--- src/rtl/idiv_pkg.sv ---
package idiv_pkg;

    typedef enum logic [1:0] {
        ST_IDLE,
        ST_SETUP,
        ST_ITER,
        ST_FIN
    } dstate_e;

    typedef struct packed {
        logic [1:0] size_code;
        logic       signed_op;
        logic       neg_dvd;
        logic       neg_dsr;
    } op_ctl_t;

    function automatic int unsigned width_of(input logic [1:0] code,
                                             input int unsigned max_w);
        return max_w >> (32'd3 - 32'(code));
    endfunction

endpackage

--- src/rtl/idiv_prep.sv ---
module idiv_prep
    import idiv_pkg::*;
#(
    parameter int MAX_W = 64
) (
    input  logic [1:0]       size_code,
    input  logic             signed_op,
    input  logic [MAX_W-1:0] hi,
    input  logic [MAX_W-1:0] lo,
    input  logic [MAX_W-1:0] dsr,
    output logic [MAX_W-1:0] r_init,
    output logic [MAX_W-1:0] q_init,
    output logic [MAX_W-1:0] d_mag,
    output logic             neg_dvd,
    output logic             neg_dsr,
    output logic             zero_div,
    output logic             early_ovf
);
    localparam int DW = 2 * MAX_W;

    int unsigned      n;
    logic [MAX_W-1:0] m1;
    logic [DW-1:0]    m2;
    logic [DW-1:0]    full;
    logic [DW-1:0]    mag;
    logic [MAX_W-1:0] dv;

    always_comb begin
        n        = width_of(size_code, MAX_W);
        m1       = MAX_W'((DW'(1) << n) - DW'(1));
        m2       = (DW'(1) << (2 * n)) - DW'(1);
        full     = (DW'(hi & m1) << n) | DW'(lo & m1);
        neg_dvd  = signed_op & full[2*n-1];
        neg_dsr  = signed_op & dsr[n-1];
        mag      = neg_dvd ? ((~full + DW'(1)) & m2) : full;
        dv       = dsr & m1;
        d_mag    = neg_dsr ? ((~dv + MAX_W'(1)) & m1) : dv;
        r_init   = MAX_W'(mag >> n);
        q_init   = (MAX_W'(mag) & m1) << (MAX_W - int'(n));
        zero_div = (dv == '0);
        early_ovf = !zero_div && (r_init >= d_mag);
    end

endmodule

--- src/rtl/idiv_step.sv ---
module idiv_step #(
    parameter int MAX_W = 64
) (
    input  logic [MAX_W-1:0] r_cur,
    input  logic [MAX_W-1:0] q_cur,
    input  logic [MAX_W-1:0] d_cur,
    output logic [MAX_W-1:0] r_nxt,
    output logic [MAX_W-1:0] q_nxt
);
    logic [MAX_W:0] trial;
    logic [MAX_W:0] diff;
    logic           qbit;

    always_comb begin
        trial = {r_cur, q_cur[MAX_W-1]};
        diff  = trial - {1'b0, d_cur};
        qbit  = (trial >= {1'b0, d_cur});
        r_nxt = qbit ? diff[MAX_W-1:0] : trial[MAX_W-1:0];
        q_nxt = {q_cur[MAX_W-2:0], qbit};
    end

endmodule

--- src/rtl/idiv_fixup.sv ---
module idiv_fixup
    import idiv_pkg::*;
#(
    parameter int MAX_W = 64
) (
    input  op_ctl_t          ctl,
    input  logic [MAX_W-1:0] r_mag,
    input  logic [MAX_W-1:0] q_raw,
    output logic [MAX_W-1:0] quo_fix,
    output logic [MAX_W-1:0] rem_fix,
    output logic             range_err
);
    int unsigned      n;
    logic [MAX_W-1:0] m1;
    logic [MAX_W-1:0] qm;
    logic [MAX_W-1:0] half;
    logic             neg_q;

    always_comb begin
        n         = width_of(ctl.size_code, MAX_W);
        m1        = MAX_W'(({1'b0, {MAX_W{1'b1}}}) >> (MAX_W - int'(n)));
        qm        = q_raw & m1;
        half      = MAX_W'(1) << (n - 1);
        neg_q     = ctl.neg_dvd ^ ctl.neg_dsr;
        range_err = ctl.signed_op && (neg_q ? (qm > half) : (qm >= half));
        quo_fix   = neg_q ? ((~qm + MAX_W'(1)) & m1) : qm;
        rem_fix   = ctl.neg_dvd ? ((~r_mag + MAX_W'(1)) & m1) : (r_mag & m1);
    end

endmodule

--- src/rtl/idiv_unit.sv ---
module idiv_unit
    import idiv_pkg::*;
#(
    parameter int MAX_W = 64
) (
    input  logic             clk,
    input  logic             rst,
    input  logic             start,
    input  logic [1:0]       size_code,
    input  logic             is_signed,
    input  logic [MAX_W-1:0] dvd_hi,
    input  logic [MAX_W-1:0] dvd_lo,
    input  logic [MAX_W-1:0] dsr,
    output logic [MAX_W-1:0] quo,
    output logic [MAX_W-1:0] rem,
    output logic [15:0]      byte_pack,
    output logic             done,
    output logic             div_err
);
    localparam int CW = $clog2(MAX_W);

    dstate_e          state;
    op_ctl_t          ctl;
    logic [CW-1:0]    cnt;
    logic [MAX_W-1:0] hi_l, lo_l, dsr_l;
    logic [MAX_W-1:0] r_q, q_q, d_q;
    logic             fault_q;

    logic [MAX_W-1:0] r_init, q_init, d_mag;
    logic             neg_dvd, neg_dsr, zero_div, early_ovf;
    logic [MAX_W-1:0] r_nxt, q_nxt;
    logic [MAX_W-1:0] quo_fix, rem_fix;
    logic             range_err;

    idiv_prep #(.MAX_W(MAX_W)) u_prep (
        .size_code (ctl.size_code),
        .signed_op (ctl.signed_op),
        .hi        (hi_l),
        .lo        (lo_l),
        .dsr       (dsr_l),
        .r_init    (r_init),
        .q_init    (q_init),
        .d_mag     (d_mag),
        .neg_dvd   (neg_dvd),
        .neg_dsr   (neg_dsr),
        .zero_div  (zero_div),
        .early_ovf (early_ovf)
    );

    idiv_step #(.MAX_W(MAX_W)) u_step (
        .r_cur (r_q),
        .q_cur (q_q),
        .d_cur (d_q),
        .r_nxt (r_nxt),
        .q_nxt (q_nxt)
    );

    idiv_fixup #(.MAX_W(MAX_W)) u_fix (
        .ctl       (ctl),
        .r_mag     (r_q),
        .q_raw     (q_q),
        .quo_fix   (quo_fix),
        .rem_fix   (rem_fix),
        .range_err (range_err)
    );

    always_ff @(posedge clk) begin
        if (rst) begin
            state   <= ST_IDLE;
            ctl     <= '0;
            cnt     <= '0;
            hi_l    <= '0;
            lo_l    <= '0;
            dsr_l   <= '0;
            r_q     <= '0;
            q_q     <= '0;
            d_q     <= '0;
            fault_q <= 1'b0;
            quo     <= '0;
            rem     <= '0;
            done    <= 1'b0;
            div_err <= 1'b0;
        end else begin
            done <= 1'b0;
            unique case (state)
                ST_IDLE: begin
                    if (start) begin
                        ctl.size_code <= size_code;
                        ctl.signed_op <= is_signed;
                        ctl.neg_dvd   <= 1'b0;
                        ctl.neg_dsr   <= 1'b0;
                        hi_l          <= dvd_hi;
                        lo_l          <= dvd_lo;
                        dsr_l         <= dsr;
                        state         <= ST_SETUP;
                    end
                end
                ST_SETUP: begin
                    ctl.neg_dvd <= neg_dvd;
                    ctl.neg_dsr <= neg_dsr;
                    fault_q     <= zero_div | early_ovf;
                    r_q         <= r_init;
                    q_q         <= q_init;
                    d_q         <= d_mag;
                    cnt         <= CW'(width_of(ctl.size_code, MAX_W) - 1);
                    state       <= (zero_div | early_ovf) ? ST_FIN : ST_ITER;
                end
                ST_ITER: begin
                    r_q <= r_nxt;
                    q_q <= q_nxt;
                    if (cnt == '0) state <= ST_FIN;
                    else           cnt   <= cnt - CW'(1);
                end
                ST_FIN: begin
                    done <= 1'b1;
                    if (fault_q || range_err) begin
                        div_err <= 1'b1;
                    end else begin
                        div_err <= 1'b0;
                        quo     <= quo_fix;
                        rem     <= rem_fix;
                    end
                    state <= ST_IDLE;
                end
                default: state <= ST_IDLE;
            endcase
        end
    end

    assign byte_pack = {rem[7:0], quo[7:0]};

    // completion is a single-cycle pulse
    p_done_pulse_r7: assert property (@(posedge clk) disable iff (rst)
        done |=> !done);

    // a faulting operation leaves the results untouched
    p_fault_hold_r11: assert property (@(posedge clk) disable iff (rst)
        (done && div_err) |-> ($stable(quo) && $stable(rem)));

    // the partial remainder stays below the divisor during iteration
    p_rem_below_div_r1: assert property (@(posedge clk) disable iff (rst)
        (state == ST_ITER) |-> (r_q < d_q));

    // a running operation is not restarted by start
    p_busy_ignore_r8: assert property (@(posedge clk) disable iff (rst)
        (state == ST_ITER) |=> (state == ST_ITER || state == ST_FIN));

    // setup faults skip the iteration loop
    p_early_fast_r6: assert property (@(posedge clk) disable iff (rst)
        (state == ST_SETUP && (zero_div || early_ovf)) |=> (state == ST_FIN));

    // a zero divisor is always reported as a fault
    p_zero_fault_r3: assert property (@(posedge clk) disable iff (rst)
        (state == ST_SETUP && zero_div) |=> fault_q);

endmodule

--- config.mk ---
export PLATFORM = sky130hd
export DESIGN_NAME = idiv_unit
export DESIGN_NICKNAME = d
export VERILOG_FILES = /design/src/rtl/idiv_pkg.sv /design/src/rtl/idiv_prep.sv /design/src/rtl/idiv_step.sv /design/src/rtl/idiv_fixup.sv /design/src/rtl/idiv_unit.sv
export SDC_FILE = /design/constraint.sdc
export NUM_CORES = 2
export LEC_CHECK = 0
export CAP_MARGIN = 10
export CORE_ASPECT_RATIO = 0.6
export CORE_UTILIZATION = 37
export DETAILED_ROUTE_END_ITERATION = 12
export DONT_BUFFER_PORTS = 1
export GPL_TIMING_DRIVEN = 0
export RECOVER_POWER = 50
export SYNTH_ARGS = -nofsm -noshare
export SYNTH_HDL_FRONTEND = slang
export SYNTH_HIERARCHICAL = 1
export SYNTH_SLANG_ARGS = --single-unit
--- constraint.sdc ---
create_clock -name clk -period 7.88 [get_ports clk]
set_clock_uncertainty 0.05 [all_clocks]
set_input_delay 2.364 -clock clk [delete_from_list [all_inputs] [get_ports clk]]
set_output_delay 2.364 -clock clk [all_outputs]
set_load 0.005 [all_outputs]
## After elaboration in Yosys (flattened, before gate mapping)

Cells that the tools add are included.

| operators by class | value |
|---|---|
| add/sub/neg operators | 12 |
| magnitude comparators | 6 |
| equal/unequal tests | 6 |
| shift operators | 8 |
| multiplexer cells | 22 |
| bitwise gates (word level) | 20 |
| reductions and logical operators | 14 |

Operator list:

| cell | count |
|---|---|
| $and A64 B64 Y64 | 9 |
| $mux W64 | 4 |
| $pmux W64 S2 | 2 |
| $add A64 B1 Y64 const B | 3 |
| $not A64 Y64 | 3 |
| $add A128 B1 Y128 const B | 1 |
| $and A128 B128 Y128 | 1 |
| $ge A64 B64 Y1 | 2 |
| $mux W128 | 1 |
| $not A128 Y128 | 1 |
| $or A128 B128 Y128 | 1 |
| $shl A1 B32 Y128 const A | 1 |
| $shl A1 B32 Y64 const A | 2 |
| $shl A128 B32 Y128 | 1 |
| $shr A128 B32 Y64 | 1 |
| $sub A128 B2 Y128 const B | 1 |
| $ge A65 B64 Y1 | 1 |
| $gt A64 B64 Y1 | 1 |
| $logic_not A64 Y1 | 1 |
| $shl A64 B32 Y64 | 1 |
| $shr A64 B32 Y64 const A | 1 |
| $sub A32 B1 Y32 const B | 2 |
| $sub A64 B2 Y64 const B | 1 |
| $sub A64 B64 Y64 | 1 |
| other kinds (28) | 45 |

| word-level totals | value |
|---|---|
| bits in registers | 528 |
| input port bits | 198 |

## Depth between registers and ports, before layout

| depth | value |
|---|---|
| depth after elaboration | 17 |
| mapped depth | 31 |
| depth with buffers taken out | 26 |

## By module

The synthesis kept the hierarchy.

Modules (own cells, without submodules):

| module | times used | cells an instance | area each (sq um) |
|---|---|---|---|
| idiv_unit | 1 | 2295 | 19752.7 |
| idiv_prep | 1 | 1749 | 10860.4 |
| idiv_step | 1 | 821 | 5272.6 |
| idiv_fixup | 1 | 654 | 4047.6 |

## Least setup slack after synthesis

Ideal clock, no wire load.

| path | value |
|---|---|
| kind | register to register |
| from | register ctl[3] (netlist name) |
| to | register state[0] |
| library setup time | 123 ps |
| data arrival time | 6229 ps |
| data required time | 7707 ps |
| slack | 1478 ps |
| stages on the path, launching flop included | 32 |
| period minus slack after synthesis | 6402 ps |
| cells stage by stage | dfxtp_1 -> nor2b_1 -> buf_2 -> inv_1 -> buf_2 -> ha_1 -> clkbuf_1 -> clkbuf_1 -> nand2_1 -> o2111ai_1 -> nor3_1 -> nand3_1 -> or3_1 -> clkbuf_1 -> nor3_1 -> a21oi_1 -> xnor2_1 -> o21ai_0 -> ha_1 -> a21o_1 -> a21o_1 -> a21o_1 -> a21o_1 -> a21oi_1 -> o21ai_0 -> a2111oi_0 -> o2111a_1 -> a211oi_1 -> o21ai_0 -> nor3b_1 -> a31o_1 -> a21oi_1 |

| on the way | value |
|---|---|
| cells in the longest elaborated chain, start to end | 17 |
| elaborated cells on any way between the ends | 35 |
| those cells by class | add/sub (7); order compare (1); shift (5); mux (8); bitwise (11); reduce/logical (3) |

RTL lines:

| what | line | source |
|---|---|---|
| $sub A2 B2 Y3 (*) | idiv_pkg.sv:19 | `return max_w >> (32'd3 - 32'(code));` |
| $shr A7 B32 Y32 (*) | idiv_pkg.sv:19 |  |
| $shl A1 B32 Y64 | idiv_prep.sv:30 | `m1 = MAX_W'((DW'(1) << n) - DW'(1));` |
| $sub A64 B2 Y64 | idiv_prep.sv:30 |  |
| $and A64 B64 Y64 | idiv_prep.sv:32 | `full = (DW'(hi & m1) << n) \| DW'(lo & m1);` |
| $shl A128 B32 Y128 | idiv_prep.sv:32 |  |
| $or A128 B128 Y128 | idiv_prep.sv:32 |  |
| $not A128 Y128 / $bmux W1 S7 (equally long branches) | idiv_prep.sv:35, idiv_prep.sv:33 |  |
| [3 not listed] | - |  |
| $shr A128 B32 Y64 (*) | idiv_prep.sv:38 | `r_init = MAX_W'(mag >> n);` |
| via r_init[33] | idiv_unit.sv:29 | `logic [MAX_W-1:0] r_init, q_init, d_mag;` |
| $ge A64 B64 Y1 (*) | idiv_prep.sv:41 | `early_ovf = !zero_div && (r_init >= d_mag);` |
| $logic_and A1 B1 Y1 (*) | idiv_prep.sv:41 |  |
| via early_ovf | idiv_unit.sv:30 | `logic neg_dvd, neg_dsr, zero_div, early_ovf;` |
| $or A1 B1 Y1 (*) | idiv_unit.sv:106 | `state <= (zero_div \| early_ovf) ? ST_FIN : ST_ITER;` |
| $mux W1 (*) | idiv_unit.sv:106 |  |
| $pmux W2 S4 (*) | idiv_unit.sv:85 | `unique case (state)` |
| to (signal assigned) | idiv_unit.sv:106 |  |
| to (decl) | idiv_unit.sv:22 | `dstate_e state;` |

Mark *: on every way through the listed nets, which the timed path passes. The rest lies on a longest branch. The select of a mux whose other input is x is not followed.
A chain may end at the register's enable or synchronous reset.

## Worst setup path in the final report

| path | value |
|---|---|
| from | register ctl[4] (netlist name) |
| to | register state[0] |

| on the way | value |
|---|---|
| cells in the longest elaborated chain, start to end | 17 |
| elaborated cells on any way between the ends | 35 |
| those cells by class | add/sub (7); order compare (1); shift (5); mux (8); bitwise (11); reduce/logical (3) |

RTL lines:

| what | line |
|---|---|
| $sub A2 B2 Y3 (*) | idiv_pkg.sv:19 |
| $shr A7 B32 Y32 (*) | idiv_pkg.sv:19 |
| $shl A1 B32 Y64 | idiv_prep.sv:30 |
| $sub A64 B2 Y64 | idiv_prep.sv:30 |
| $and A64 B64 Y64 | idiv_prep.sv:32 |
| $shl A128 B32 Y128 | idiv_prep.sv:32 |
| $or A128 B128 Y128 | idiv_prep.sv:32 |
| $not A128 Y128 / $bmux W1 S7 (equally long branches) | idiv_prep.sv:35, idiv_prep.sv:33 |
| [3 not listed] | - |
| $shr A128 B32 Y64 (*) | idiv_prep.sv:38 |
| via r_init[27] | idiv_unit.sv:29 |
| $ge A64 B64 Y1 (*) | idiv_prep.sv:41 |
| $logic_and A1 B1 Y1 (*) | idiv_prep.sv:41 |
| via early_ovf | idiv_unit.sv:30 |
| $or A1 B1 Y1 (*) | idiv_unit.sv:106 |
| $mux W1 (*) | idiv_unit.sv:106 |
| $pmux W2 S4 (*) | idiv_unit.sv:85 |

Marked as above.

==> impl_results.rst <==
.. list-table::
   :header-rows: 1

   * - Metric
     - Value
   * - Outcome
     - finished, violations left
   * - Failing checks
     - negative setup slack
   * - Hold Path Class
     - reg2reg
   * - Count of placed standard cells in the final layout, fillers left out
     - 7075
   * - Count of synthesis-stage warnings from yosys
     - 6
   * - Global-route wire length before repair
     - 281 mm
   * - Commonest cells after routing, fill and taps aside
     - sky130_fd_sc_hd__nand2_1, sky130_fd_sc_hd__nor2_1, sky130_fd_sc_hd__a21oi_1
   * - Path type of the worst setup path
     - reg2reg
   * - Starting density of the core
     - a little under two fifths
   * - Met3 wire length
     - between 20 and 25 mm
   * - Detailed Route Iter0 Violations
     - 5381
   * - Most common cell after layout, fill and taps aside
     - sky130_fd_sc_hd__nand2_1
   * - Library cell contributing the largest single delay on the critical path
     - sky130_fd_sc_hd__clkbuf_1
   * - Worst-case setup slack after placement
     - -3710 ps
   * - Post-DR vias/cell
     - between 6 and 7
   * - Number of clock buffers inserted by TritonCTS
     - 53
   * - Post-synthesis async set-or-reset flop share
     - 0%
   * - Count of port buffers added during placement
     - 0
   * - Cell-internal power
     - roughly 0.0083 W
   * - Wire length per cell after detailed routing
     - around 28 µm
   * - Transition time of the tightest slew-check pin
     - approximately 1400 ps
   * - Htree depth
     - 2
   * - DR vias
     - between 40000 and 50000
   * - Cell Rows
     - 92
   * - Clk sink count
     - between 500 and 600
   * - Power density over the cells
     - 376 nW/µm²
   * - Clk pwr share
     - about 18%
   * - IR Drop Worst-Case VDD
     - 202 µV
   * - Startpoint class of the critical path
     - flop
   * - Worst R2R Path Depth
     - 20
   * - Area Growth Syn to Fin
     - 12.1%
   * - Least setup slack across all paths after layout
     - -170 ps
   * - Clock Root Buffer
     - sky130_fd_sc_hd__clkbuf_16
   * - Clock tree from TritonCTS
     - built
   * - Critical path fanouts, max
     - 10
   * - Number of endpoints with negative hold slack in the final report
     - 0
   * - Antenna Violating Nets Remaining
     - 0
   * - CTS Buffer Depth
     - 3
   * - Hold Worst Slack
     - between 400 and 500 ps
   * - Routability cong.
     - ~1.1
   * - Die extent in y
     - 256 µm
   * - Share of final-layout standard cells stronger than drive strength 1
     - a little under a tenth
   * - Post-Place Cells
     - between 6000 and 7000
   * - Number of cells produced by synthesis
     - ~5500
   * - Via count of the first global-routing pass
     - 39100
   * - Pleak
     - 16.3 nW
   * - Worst path required time
     - roughly 8400 ps
   * - Number of setup violations in the final report
     - 1
   * - Unique cell type count in the Yosys netlist
     - 118
   * - Detailed route wirelength on metal2
     - 77.2 mm
   * - Leading register cell type out of synthesis
     - sky130_fd_sc_hd__dfxtp_1
   * - Net count reported at finish
     - 5960
   * - Number of antenna violations at the first check in global routing
     - 18
   * - Post-synthesis sequential area ratio
     - 26.5%
   * - Most used cell along the critical path
     - sky130_fd_sc_hd__clkbuf_1
   * - Number of enable-type register cells in the synthesized netlist
     - 0
   * - Shortest clock period the worst path allows after layout
     - ~8000 ps
   * - Detailed placement HPWL
     - 164 mm
   * - Gr usage total
     - 35.0%
   * - Switching part of the total power
     - 50.9%
   * - Peak per-stage delay on the critical path
     - approximately 1100 ps
   * - Final count of pins violating max slew
     - 0
   * - Hold Path Stages
     - 2
   * - 1st-pass router iterations
     - 6
   * - Worst slew margin
     - 5.04%
   * - Remaining DRCs
     - 0
   * - Met1 layer wirelength in the final routing
     - 94.1 mm
   * - Wire length after detailed routing
     - roughly 200 mm
   * - Gate power share
     - 58.9%
   * - Fraction of the cycle the final worst path needs
     - 102%
   * - Post-synthesis average cell area
     - 7.24 µm²
   * - Total of flip-flops plus latches after synthesis
     - between 500 and 600
   * - Chip Width
     - 426 µm
   * - Cells traversed along the worst timing path
     - buf_16 -> and2_1 -> clkbuf_1 -> clkbuf_1 -> clkbuf_1 -> clkbuf_1 -> clkbuf_1 -> a221oi_1 -> ha_1 -> nor2b_1 -> o21ai_0 -> a21oi_1 -> a2111oi_2 -> o2111a_1 -> a211oi_1 -> o21ai_2 -> buf_12 -> nor3b_1 -> a31o_1 -> a21oi_1
   * - Gr ovfl total
     - 0
   * - Critical path endpoint category
     - flop
   * - Largest net degree at the start of global routing
     - 20
   * - Highest metal layer with signal wires
     - met5
   * - Net switching power figure
     - about 0.0086 W
   * - Num ports
     - 344
   * - F_max
     - 124 MHz
   * - Data arrival time at the worst-slack endpoint
     - between 8000 and 9000 ps
   * - Core region area
     - 106000 µm²
   * - Mapped cell area
     - 39900 µm²
   * - Util after Layout
     - 42.2%
   * - Die area
     - 109000 µm²
   * - Clock latency reported for the late side of the worst-skew pair
     - 670 ps
   * - Clock slew seen by the registers of the worst setup and hold paths
     - 60 ps
   * - Max-cap violation count
     - 0
   * - # fillers
     - 11200
   * - Share of power burned in registers
     - 23.2%
## cell type report
| type | instances | area, µm² | area share [%] |
|---|---|---|---|
| clock buffers | 63 | 1460 | 3.25 |
| well taps | 1410 | 1760 | 3.94 |
| clock inverters | 34 | 569 | 1.27 |
| multi-input cells | 4354 | 27000 | 60.4 |
| flip-flops and latches | 528 | 10600 | 23.6 |
| repair buffers | 38 | 329 | 0.735 |
| inverters | 180 | 683 | 1.53 |
| diodes | 11 | 27.5 | 0.0615 |
| plain buffers | 457 | 2340 | 5.22 |
## routing by layer
layer  track usage, %  vias to the layer above
li1                 -                    19600
met3             11.6                      254
met4             7.51                        6
met5                0                        -
met2             47.5                     2206
met1             52.4                    20800
## kinds of logic (layout without fill, tap and decap cells)
group                      count (synthesis)  count (layout)  share of synthesized area (%)
DFF                                      528             528                           26.5
muxes                                    252             252                           6.56
buffers and inverters                    640             772                           7.38
other                                      1              15                        0.00939
AOI/OAI and AO/OA                       1441            1441                           22.9
and+or+nand+nor                         2149            2149                           24.1
xor gates and xnor gates                 358             358                           7.85
adders and majority gates                150             150                           4.72
## flip-flops by register name, summed over array words and instances (netlist names), 2 cells and up
name and count:
q_q 64, state 2, r_q 64, lo_l 64, cnt 6, hi_l 64
d_q 64, ctl 5, dsr_l 64, quo 64, rem 64
## worst max-delay path, delay by kind of cell, from the launching register on
kind / cells / cell delay (ps)
AO/OA/AOI/OAI: 9 / 1930
buffers and inverters: 7 / 4410
adder cells (fa/ha/maj): 1 / 410
AND/OR/NAND/NOR: 3 / 610
flip-flops: 1 / 510
## synth_stat cells (10+ instances only)
cell type / number / area, µm²
sky130_fd_sc_hd__o21ai_0: 212 / 1060
sky130_fd_sc_hd__clkbuf_1: 269 / 1010
sky130_fd_sc_hd__o21ai_1: 46 / 230
sky130_fd_sc_hd__nor2b_1: 20 / 125
sky130_fd_sc_hd__buf_2: 73 / 365
sky130_fd_sc_hd__mux2i_1: 220 / 2200
sky130_fd_sc_hd__a221oi_1: 24 / 210
sky130_fd_sc_hd__nand3b_1: 13 / 97.6
sky130_fd_sc_hd__buf_4: 88 / 661
sky130_fd_sc_hd__or2_2: 22 / 138
sky130_fd_sc_hd__nand3_1: 69 / 345
sky130_fd_sc_hd__o22ai_1: 29 / 181
sky130_fd_sc_hd__inv_1: 175 / 657
sky130_fd_sc_hd__ha_1: 149 / 1860
sky130_fd_sc_hd__a41oi_1: 22 / 193
sky130_fd_sc_hd__nor3b_1: 10 / 75.1
sky130_fd_sc_hd__buf_1: 17 / 63.8
sky130_fd_sc_hd__nand2b_1: 75 / 469
sky130_fd_sc_hd__o21a_1: 13 / 97.6
sky130_fd_sc_hd__xor2_1: 191 / 1670
sky130_fd_sc_hd__dfxtp_1: 528 / 10600
sky130_fd_sc_hd__nor3_1: 96 / 480
sky130_fd_sc_hd__a22oi_1: 12 / 90.1
sky130_fd_sc_hd__a21o_1: 42 / 315
sky130_fd_sc_hd__o31ai_1: 56 / 420
sky130_fd_sc_hd__a31oi_1: 53 / 332
sky130_fd_sc_hd__nor2_1: 602 / 2260
sky130_fd_sc_hd__a32oi_1: 10 / 87.6
sky130_fd_sc_hd__nand2_1: 946 / 3550
sky130_fd_sc_hd__xnor2_1: 167 / 1460
sky130_fd_sc_hd__or3_1: 47 / 294
sky130_fd_sc_hd__mux2_2: 19 / 214
sky130_fd_sc_hd__nand4_1: 45 / 282
sky130_fd_sc_hd__o41ai_1: 28 / 245
sky130_fd_sc_hd__and3_1: 18 / 113
sky130_fd_sc_hd__nor4_1: 69 / 432
sky130_fd_sc_hd__a211oi_1: 159 / 1190
sky130_fd_sc_hd__o211ai_1: 17 / 128
sky130_fd_sc_hd__o21bai_1: 19 / 143
sky130_fd_sc_hd__a21oi_1: 550 / 2750
sky130_fd_sc_hd__and2_1: 35 / 219
sky130_fd_sc_hd__or4_1: 32 / 240
## what timing repair did
action,CTS,global route
endpoints found under the hold margin,0,0
gates resized for setup,114,79
hold buffers,0,0
buffers inserted,14,18
setup endpoints to repair,53,2
pin swaps,9,12
## worst paths after layout
path / from / end / slack, ps
setup / recovery: ctl[4] / state[0] / -170
hold / removal: hi_l[45] / hi_l[45] / 410
setup reg to reg: ctl[4] / state[0] / -170
hold reg to reg: hi_l[45] / hi_l[45] / 410
## power groups by stage
stage	Combinational (W)	Clock, W	Sequential [W]
finish	0.00992	0.00302	0.00390
global route	0.0105	0.00318	0.00395
CTS	0.00941	0.00307	0.00388
detailed placement	0.00918	0	0.00394
global placement	0.00910	0	0.00394
floorplan	0.00644	0	0.00356
## per-stage QoR
| stage | cell area, µm² | total power [W] | setup TNS (ps) |
|---|---|---|---|
| finish | 44800 | 0.0168 | -170 |
| global route | 44800 | 0.0176 | -18.7 |
| CTS | 44400 | 0.0164 | 0 |
| detailed placement | 41800 | 0.0131 | -21830 |
| global placement | 41700 | 0.0130 | -61700 |
| floorplan | 39900 | 0.0100 | 0 |
Note: power is estimated with default switching activity, not from simulation.
